File: src/rtl/fgen_pkg.sv
package fgen_pkg;
  // Strobes from control to datapath
  typedef struct packed {
    logic selHead;  // port shows queue head instead of new grant
    logic pushNew;  // append the current grant to the retry queue
    logic popHead;  // head was accepted by the port
  } fgenStrobes_t;
endpackage

File: src/rtl/fgen_datapath.sv
module fgen_datapath
  import fgen_pkg::*;
#(
  parameter int NUM_SLOTS  = 4,
  parameter int ADDR_W     = 32,
  parameter int PC_W       = 16,
  parameter int OCC_W      = 4,
  parameter int LINE_BYTES = 64,
  parameter int INST_BYTES = 8,
  localparam int SLOT_W    = (NUM_SLOTS > 1) ? $clog2(NUM_SLOTS) : 1,
  localparam int SZ_W      = $clog2(LINE_BYTES) + 1
) (
  input  logic              clk,
  input  logic              rstN,
  input  fgenStrobes_t      strobes,
  input  logic [SLOT_W-1:0] grantSlot,
  input  logic [PC_W-1:0]   grantPc,
  input  logic [OCC_W-1:0]  grantOcc,
  input  logic [ADDR_W-1:0] grantBase,
  output logic [ADDR_W-1:0] portAddr,
  output logic [SZ_W-1:0]   portSize,
  output logic [SLOT_W-1:0] portSlot,
  output logic              qEmpty,
  output logic              qFull
);
  localparam int LINE_SH = $clog2(LINE_BYTES);
  localparam int INST_SH = $clog2(INST_BYTES);
  localparam int ENT_W   = ADDR_W + SZ_W + SLOT_W;
  localparam int PTR_W   = (NUM_SLOTS > 1) ? $clog2(NUM_SLOTS) : 1;
  localparam int CNT_W   = $clog2(NUM_SLOTS + 1);

  // address and line-bounded size of the incoming grant
  logic [ADDR_W-1:0]  fetchIdx;
  logic [ADDR_W-1:0]  newAddr;
  logic [LINE_SH-1:0] lineOff;
  logic [SZ_W-1:0]    newSize;

  always_comb begin
    fetchIdx = ADDR_W'(grantPc) + ADDR_W'(grantOcc);
    newAddr  = grantBase + (fetchIdx << INST_SH);
    lineOff  = newAddr[LINE_SH-1:0];
    if (lineOff == '0) newSize = SZ_W'(LINE_BYTES);
    else               newSize = SZ_W'(LINE_BYTES) - SZ_W'(lineOff);
  end

  // in-order retry queue
  logic [ENT_W-1:0] qMem [NUM_SLOTS];
  logic [PTR_W-1:0] wrPtr, rdPtr;
  logic [CNT_W-1:0] qCount;
  logic [ENT_W-1:0] headEnt;

  function automatic logic [PTR_W-1:0] ptrInc(input logic [PTR_W-1:0] p);
    if (32'(p) == NUM_SLOTS - 1) return '0;
    return p + PTR_W'(1);
  endfunction

  always_ff @(posedge clk) begin
    if (!rstN) begin
      wrPtr  <= '0;
      rdPtr  <= '0;
      qCount <= '0;
    end else begin
      if (strobes.pushNew) wrPtr <= ptrInc(wrPtr);
      if (strobes.popHead) rdPtr <= ptrInc(rdPtr);
      case ({strobes.pushNew, strobes.popHead})
        2'b10:   qCount <= qCount + CNT_W'(1);
        2'b01:   qCount <= qCount - CNT_W'(1);
        default: qCount <= qCount;
      endcase
    end
  end

  always_ff @(posedge clk) begin
    if (strobes.pushNew) qMem[wrPtr] <= {newAddr, newSize, grantSlot};
  end

  assign headEnt = qMem[rdPtr];
  assign qEmpty  = (qCount == '0);
  assign qFull   = (32'(qCount) == NUM_SLOTS);

  // port field select
  always_comb begin
    if (strobes.selHead) begin
      {portAddr, portSize, portSlot} = headEnt;
    end else begin
      portAddr = newAddr;
      portSize = newSize;
      portSlot = grantSlot;
    end
  end
endmodule

File: src/rtl/fgen_control.sv
module fgen_control
  import fgen_pkg::*;
(
  input  logic         clk,
  input  logic         rstN,
  input  logic         grantValid,
  input  logic         portReady,
  input  logic         retryPulse,
  input  logic         qEmpty,
  output logic         portValid,
  output logic         stallFlag,
  output fgenStrobes_t strobes
);
  logic useHead, useNew;

  always_comb begin
    useHead         = !stallFlag && !qEmpty;
    useNew          = !stallFlag && qEmpty && grantValid;
    portValid       = useHead || useNew;
    strobes.selHead = useHead;
    strobes.popHead = useHead && portReady;
    strobes.pushNew = grantValid && !(useNew && portReady);
  end

  always_ff @(posedge clk) begin
    if (!rstN) stallFlag <= 1'b0;
    else       stallFlag <= (portValid && !portReady) || (stallFlag && !retryPulse);
  end
endmodule

File: src/rtl/fetch_req_gen.sv
module fetch_req_gen
  import fgen_pkg::*;
#(
  parameter int NUM_SLOTS  = 4,
  parameter int ADDR_W     = 32,
  parameter int PC_W       = 16,
  parameter int OCC_W      = 4,
  parameter int LINE_BYTES = 64,
  parameter int INST_BYTES = 8,
  localparam int SLOT_W    = (NUM_SLOTS > 1) ? $clog2(NUM_SLOTS) : 1,
  localparam int SZ_W      = $clog2(LINE_BYTES) + 1
) (
  input  logic              clk,
  input  logic              rstN,
  input  logic              grantValid,
  input  logic [SLOT_W-1:0] grantSlot,
  input  logic [PC_W-1:0]   grantPc,
  input  logic [OCC_W-1:0]  grantOcc,
  input  logic [ADDR_W-1:0] grantBase,
  output logic              portValid,
  input  logic              portReady,
  output logic [ADDR_W-1:0] portAddr,
  output logic [SZ_W-1:0]   portSize,
  output logic [SLOT_W-1:0] portSlot,
  input  logic              retryPulse
);
  fgenStrobes_t strobes;
  logic         qEmpty, qFull, stallFlag;

  fgen_control uCtrl (
    .clk(clk), .rstN(rstN), .grantValid(grantValid), .portReady(portReady),
    .retryPulse(retryPulse), .qEmpty(qEmpty), .portValid(portValid),
    .stallFlag(stallFlag), .strobes(strobes)
  );

  fgen_datapath #(
    .NUM_SLOTS(NUM_SLOTS), .ADDR_W(ADDR_W), .PC_W(PC_W), .OCC_W(OCC_W),
    .LINE_BYTES(LINE_BYTES), .INST_BYTES(INST_BYTES)
  ) uDp (
    .clk(clk), .rstN(rstN), .strobes(strobes), .grantSlot(grantSlot),
    .grantPc(grantPc), .grantOcc(grantOcc), .grantBase(grantBase),
    .portAddr(portAddr), .portSize(portSize), .portSlot(portSlot),
    .qEmpty(qEmpty), .qFull(qFull)
  );
endmodule

File: config.mk
export PLATFORM = sky130hd
export DESIGN_NAME = fetch_req_gen
export DESIGN_NICKNAME = d
export VERILOG_FILES = /design/src/rtl/fgen_pkg.sv /design/src/rtl/fgen_datapath.sv /design/src/rtl/fgen_control.sv /design/src/rtl/fetch_req_gen.sv
export SDC_FILE = /design/constraint.sdc
export NUM_CORES = 1
export LEC_CHECK = 0
export ABC_CLOCK_PERIOD_IN_PS = 6500
export BUFFER_PORTS_ARGS = -buffer_cell sky130_fd_sc_hd__buf_2
export CORE_ASPECT_RATIO = 0.5
export CORE_MARGIN = 5
export CORE_UTILIZATION = 50
export CTS_CLUSTER_SIZE = 8
export DETAILED_ROUTE_END_ITERATION = 16
export PLACE_DENSITY_LB_ADDON = 0.05
export SYNTH_ARGS = -nofsm -noshare
export SYNTH_HDL_FRONTEND = slang
export SYNTH_SLANG_ARGS = --single-unit
File: constraint.sdc
create_clock -name clk -period 6.5 [get_ports clk]
set_input_delay 0.65 -clock clk [delete_from_list [all_inputs] [get_ports clk]]
set_output_delay 0.65 -clock clk [all_outputs]
set_load 0.02 [all_outputs]
# After elaboration in Yosys (flattened, before gate mapping)
# Memories as Yosys holds them, arrays and structs flattened. A register that Yosys moved wholly into a read port is not among the register bits.
# Cells that the tools add are included.
# word_totals
register_bits	8
ram_bits	164
input_bits	59
mem_count	1
# memory_table
name	words	word_bits	read_ports	rd_clocked_by_memory_dff	write_ports	line	source
uDp.qMem	4	41	1	1	1	fgen_datapath.sv:47	logic [ENT_W-1:0] qMem [NUM_SLOTS];
# op_classes
n_addsub	7
n_eq_ne	4
mux	19
n_reduce_logical	18
# op_table
operator	count
adder 32 bit	1
two-way mux 32 bit	1
adder 16 x 4 -> 17 bit	1
two-way mux 2 bit	7
two-way mux 7 bit	2
logical AND 1 bit	8
two-way mux 1 bit	8
subtractor 7 x 6 -> 7 bit, first input constant	1
== test 2 bit, second input constant	3
logical NOT 6 bit	1
case mux 3 bit (2 select lines)	1
logical NOT 1 bit	5
adder 2 x 1 -> 2 bit, second input constant	2
adder 3 x 1 -> 3 bit, second input constant	1
logical NOT 3 bit	1
subtractor 3 x 1 -> 3 bit, second input constant	1
== test 2 x 1 -> 1 bit, second input constant	1
logical OR 1 bit	2
nonzero test 2 bit	1

# Longest topological paths before layout
# logic_depth
ltp_word	9
ltp_mapped	19
depth_no_buf	18

# Cells and area by module
# From an unflattened synthesis, not the netlist that was laid out.
# unflattened
cells_unflattened	604
hier_area_um2	8739.6
# modules_own_cells
module	n_inst	cells_each	area_each_um2	seq_area_each_um2
fgen_datapath	1	593	8652.0	5104.9
fgen_control	1	11	87.6	20.0

# Least setup slack after synthesis
# No wires, ideal clock.
# synth_path
kind	input port to output port
startpoint	in grantPc[0]
endpoint	out portAddr[31]
arrival_time_ns	4.123
t_required_ns	5.850
setup_slack_ns	1.727
stages	18
path_cell_list	ha_1 inv_1 fa_1 nor2b_1 o21ai_0 nand2b_1 and2_1 and3_1 nand4_1 xnor2_1 ha_1 clkbuf_1 nand4_1 or3_1 o21ai_2 nor2_1 or3_1 a31oi_1
# synth_via
elab_chain_len	3
# synth_lines
item	line	source
from (decl)	fetch_req_gen.sv:17	input logic [PC_W-1:0] grantPc,
adder 16 x 4 -> 17 bit	fgen_datapath.sv:39	fetchIdx = ADDR_W'(grantPc) + ADDR_W'(grantOcc);
adder 32 bit	fgen_datapath.sv:40	newAddr = grantBase + (fetchIdx << INST_SH);
two-way mux 32 bit	fgen_datapath.sv:83	if (strobes.selHead) begin
to (decl)	fetch_req_gen.sv:22	output logic [ADDR_W-1:0] portAddr,
# Every way passes these cells.

# Worst setup path in the final report
# layout_path
startpoint	in grantPc[0]
endpoint	out portAddr[23]
# layout_via
elab_chain_len	3
# layout_lines
item	line	source
adder 16 x 4 -> 17 bit	fgen_datapath.sv:39	
adder 32 bit	fgen_datapath.sv:40	
named net uDp.newAddr[23]	fgen_datapath.sv:34	logic [ADDR_W-1:0] newAddr;
two-way mux 32 bit	fgen_datapath.sv:83	
# The timed path passes the listed nets, and every way through them passes these cells.

==> results.md <==
* Antenna viol nets, final at 0
* Filler Cell Count at 1335
* Number of flops mapped to enable cells by yosys at 164
* GRT overflow at 0
* Delay-heaviest family, CP: simple AND/OR/NAND/NOR gates
* Cts bufs inserted at 17
* Synthesis-stage register bit count at 174
* Mapped Area at 8498 µm²
* Share of cells above drive strength 1 at 29.00%
* CP Buf/Inv Count at 3
* Wire per inst at 18.96 µm
* Cells after Synth at 612
* CP startpoint: grantPc[0]
* Yosys warnings at 0
* Syn nets at 702
* Synth-to-Final Area Change at 17.01%
* Setup CP Type: in -> out
* Pre-CTS setup slack at 1.298 ns
* Comb pwr share at 34.5%
* Sequential area share after synthesis at 60.31%
* Initial DRT Pass Iterations at 4
* Switching Fraction at 33.34%
* Fin nets at 808
* RSZ-0062 raised after global routing: false
* Max Cap Violations at 0
* R2r setup slk at 4.01 ns
* Max-slew violations at 0
* Crit path cell chain: buf_2 > ha_1 > inv_1 > fa_1 > nor2b_1 > o21ai_0 > nand2b_1 > and2_1 > and3_1 > nand4_1 > xnor2_1 > ha_1 > nand2_1 > o21ai_0 > a21oi_1 > nor3b_1 > nor2_1 > xnor2_1 > mux2_2 > buf_2
* Worst r2r path cells at 9
* Crit-path max cell delay at 0.40 ns
* Clk buf depth at 2
* CTS Sinks at 174
* Mapped Avg Cell Area at 13.89 µm²
* Crit. End Element: output port
* Sw Pwr at 1.319 mW
* Ranking of synthesized cells by area: edfxtp_1, mux4_2, ha_1
* Crit path time final at 5.165 ns
* FP Rows at 33
* Skew-Pair Late Insertion Delay at 0.42 ns
* Antenna violations before repair at 1
* Clock power frac at 28.7%
* CP max FO at 7
* Reg2reg start: uDp.qCount[2]
* Util after Layout at 60.20%
* Pint at 2.638 mW
* Starting density of the core at 51.45%
* Footprint of the multi-input gates at 3229 µm²
* Register area at 5127 µm²
* CP Data Arrival Time at 4.51 ns
* Slew margin rel. at 46.96%
* Chip Width at 194.4 µm
* Final setup margin at 1.335 ns
* IO Pins at 101
* Slowest library cell on the worst path: ha_1
* Post-synth ARST share at 0%
* Fin crit share at 79.46%
* Pin count of the biggest net entering global routing at 42
* Critical path depth at 20
* Commonest non-fill, non-tap cell in the layout: edfxtp_1
* Gates resized, CTS repair at 0
* Reg clk slew, reported paths at 0.07 ns
* Max Fclk at 0.1936 GHz
* Worst flop-to-flop path endpoint: uDp.qCount[2]
* Max VDD drop at 0.2243 mV
* Top FF cell, synth: edfxtp_1
* Run status: finished, final reports clean
* Die Height at 102.2 µm
* Via Count at 5197
* Drt drc at 0
* Worst-Margin Slew at 0.7896 ns
* Post-DP HPWL at 11960 µm
* Post-CTS Setup Inserts at 0
* H-tree depth at 4
* CP startpoint kind: input port
* Setup violations, final at 0
* Sequential share of power at 36.8%
* DRT Wirelength at 18180 µm
* CTS tree: done
* Most frequent cells in the layout: edfxtp_1, buf_2, nand2_1, mux4_2, nor2_1
* Worst Setup EP: portAddr[23]
* Clk root buf: clkbuf_16
* Core area at 16520 µm²
* Placer Congestion at 0.8538
* Hold Crit Class: in -> reg
* First-pass GRT wire length at 29380 µm
* P per Cell Area at 398.0 nW/µm²
* Skew final at 0.007683 ns
* Power, Total at 3.957 mW
* Setup tns final at 0 ns
* Total track usage at 19.28%
* Initial DRC count at 295
* Yosys top cell area share at 57.95%
* Vias in the first global route at 5397
* CP required at 5.85 ns
* Final hold vios at 0
* Leak pwr at 3.629 nW
* Yosys cell types at 42
* Die ar. at 19860 µm²
* Synth area leader: edfxtp_1
* Vias per inst at 5.419
* Hold buffers post-CTS at 0
* Port Buf Inserts at 100
registers in the layout, indices dropped and copies added (netlist names), named ones only:
register	cells
uCtrl.stallFlag	1
uDp.qCount	3
uDp.qMem	164
uDp.rdPtr	2
uDp.wrPtr	2
through the flow:
step           instance area, µm²  hold slack [ns]  std cells
6_report                     9943           0.4689        959
5_1_grt                      9941           0.4501        958
4_1_cts                      9941           0.4453        958
3_5_place_dp                 9276           0.4917        926
3_3_place_gp                 9276           0.4788        926
2_1_floorplan                8498           0.4597        612
worst min path at each step:
| stage | start | end | cells after the start |
|---|---|---|---|
| after floorplan | uDp.qCount[2] | uDp.qCount[2] | 2 |
| after global placement | uDp.rdPtr[1] | flop | 2 |
| after detailed placement | uDp.rdPtr[1] | flop | 2 |
| after CTS | grantSlot[0] | uDp.qMem[2][0] | 1 |
| after global routing | grantSlot[0] | uDp.qMem[1][0] | 1 |
| final | grantSlot[0] | uDp.qMem[3][0] | 1 |
worst register-to-register path, cell delays in order, from the launching register on:
cell	delay, ns
dfxtp_1	0.32
or3_1	0.43
o21a_1	0.27
inv_1	0.12
ha_1	0.20
inv_1	0.07
fa_1	0.39
xor2_1	0.17
or3_1	0.30
a21boi_0	0.16
power by group through the flow:
stage | Clock, mW | Sequential (mW) | Combinational (mW)
after floorplan | 0 | 1.44 | 0.979
after global placement | 0 | 1.48 | 1.38
after detailed placement | 0 | 1.48 | 1.39
after CTS | 1.16 | 1.46 | 1.39
after global routing | 1.21 | 1.47 | 1.50
final | 1.13 | 1.46 | 1.37
cell usage after synthesis (9+ instances only):
cell type / n
nor2_1: 39
xnor2_1: 29
clkbuf_1: 16
o21ai_0: 22
xor2_1: 12
dfxtp_1: 10
edfxtp_1: 164
mux2_2: 17
ha_1: 28
mux4_2: 41
a21oi_1: 28
nand2_1: 87
nor2b_1: 9
inv_1: 20
cells by family (layout without fill, tap and decap cells):
kind of cell | Yosys count | count (layout) | synth area share (%)
AO/OA/AOI/OAI | 77 | 77 | 5.403
multiplexers | 59 | 59 | 13.24
other | 0 | 1 | 0
buffers and inverters | 41 | 160 | 1.840
adder cells (fa/ha/maj) | 31 | 31 | 4.829
flip-flops | 174 | 174 | 60.31
AND/OR/NAND/NOR | 189 | 189 | 10.16
XOR/XNOR | 41 | 41 | 4.226
layer usage:
metal	vias to the layer above	global-route usage, %	part of all wire [%]	wire length (µm)
met5	-	0	0.055	10
met4	2	5.022	0.36	65
met3	8	4.513	5.5	999
met2	108	30.79	47	8551
met1	2571	27.30	47	8553
li1	2508	-	-	-
area by class of cell:
type | instances | area share (%)
antenna | 1 | 0.02517
clock buffer | 20 | 4.593
clock inverter | 12 | 2.089
inverter | 20 | 0.7550
multi-input combinational | 397 | 32.48
sequential | 174 | 51.57
tap | 227 | 2.856
timing repair buffer | 108 | 5.637
Note: power is estimated with default switching activity, not from simulation.
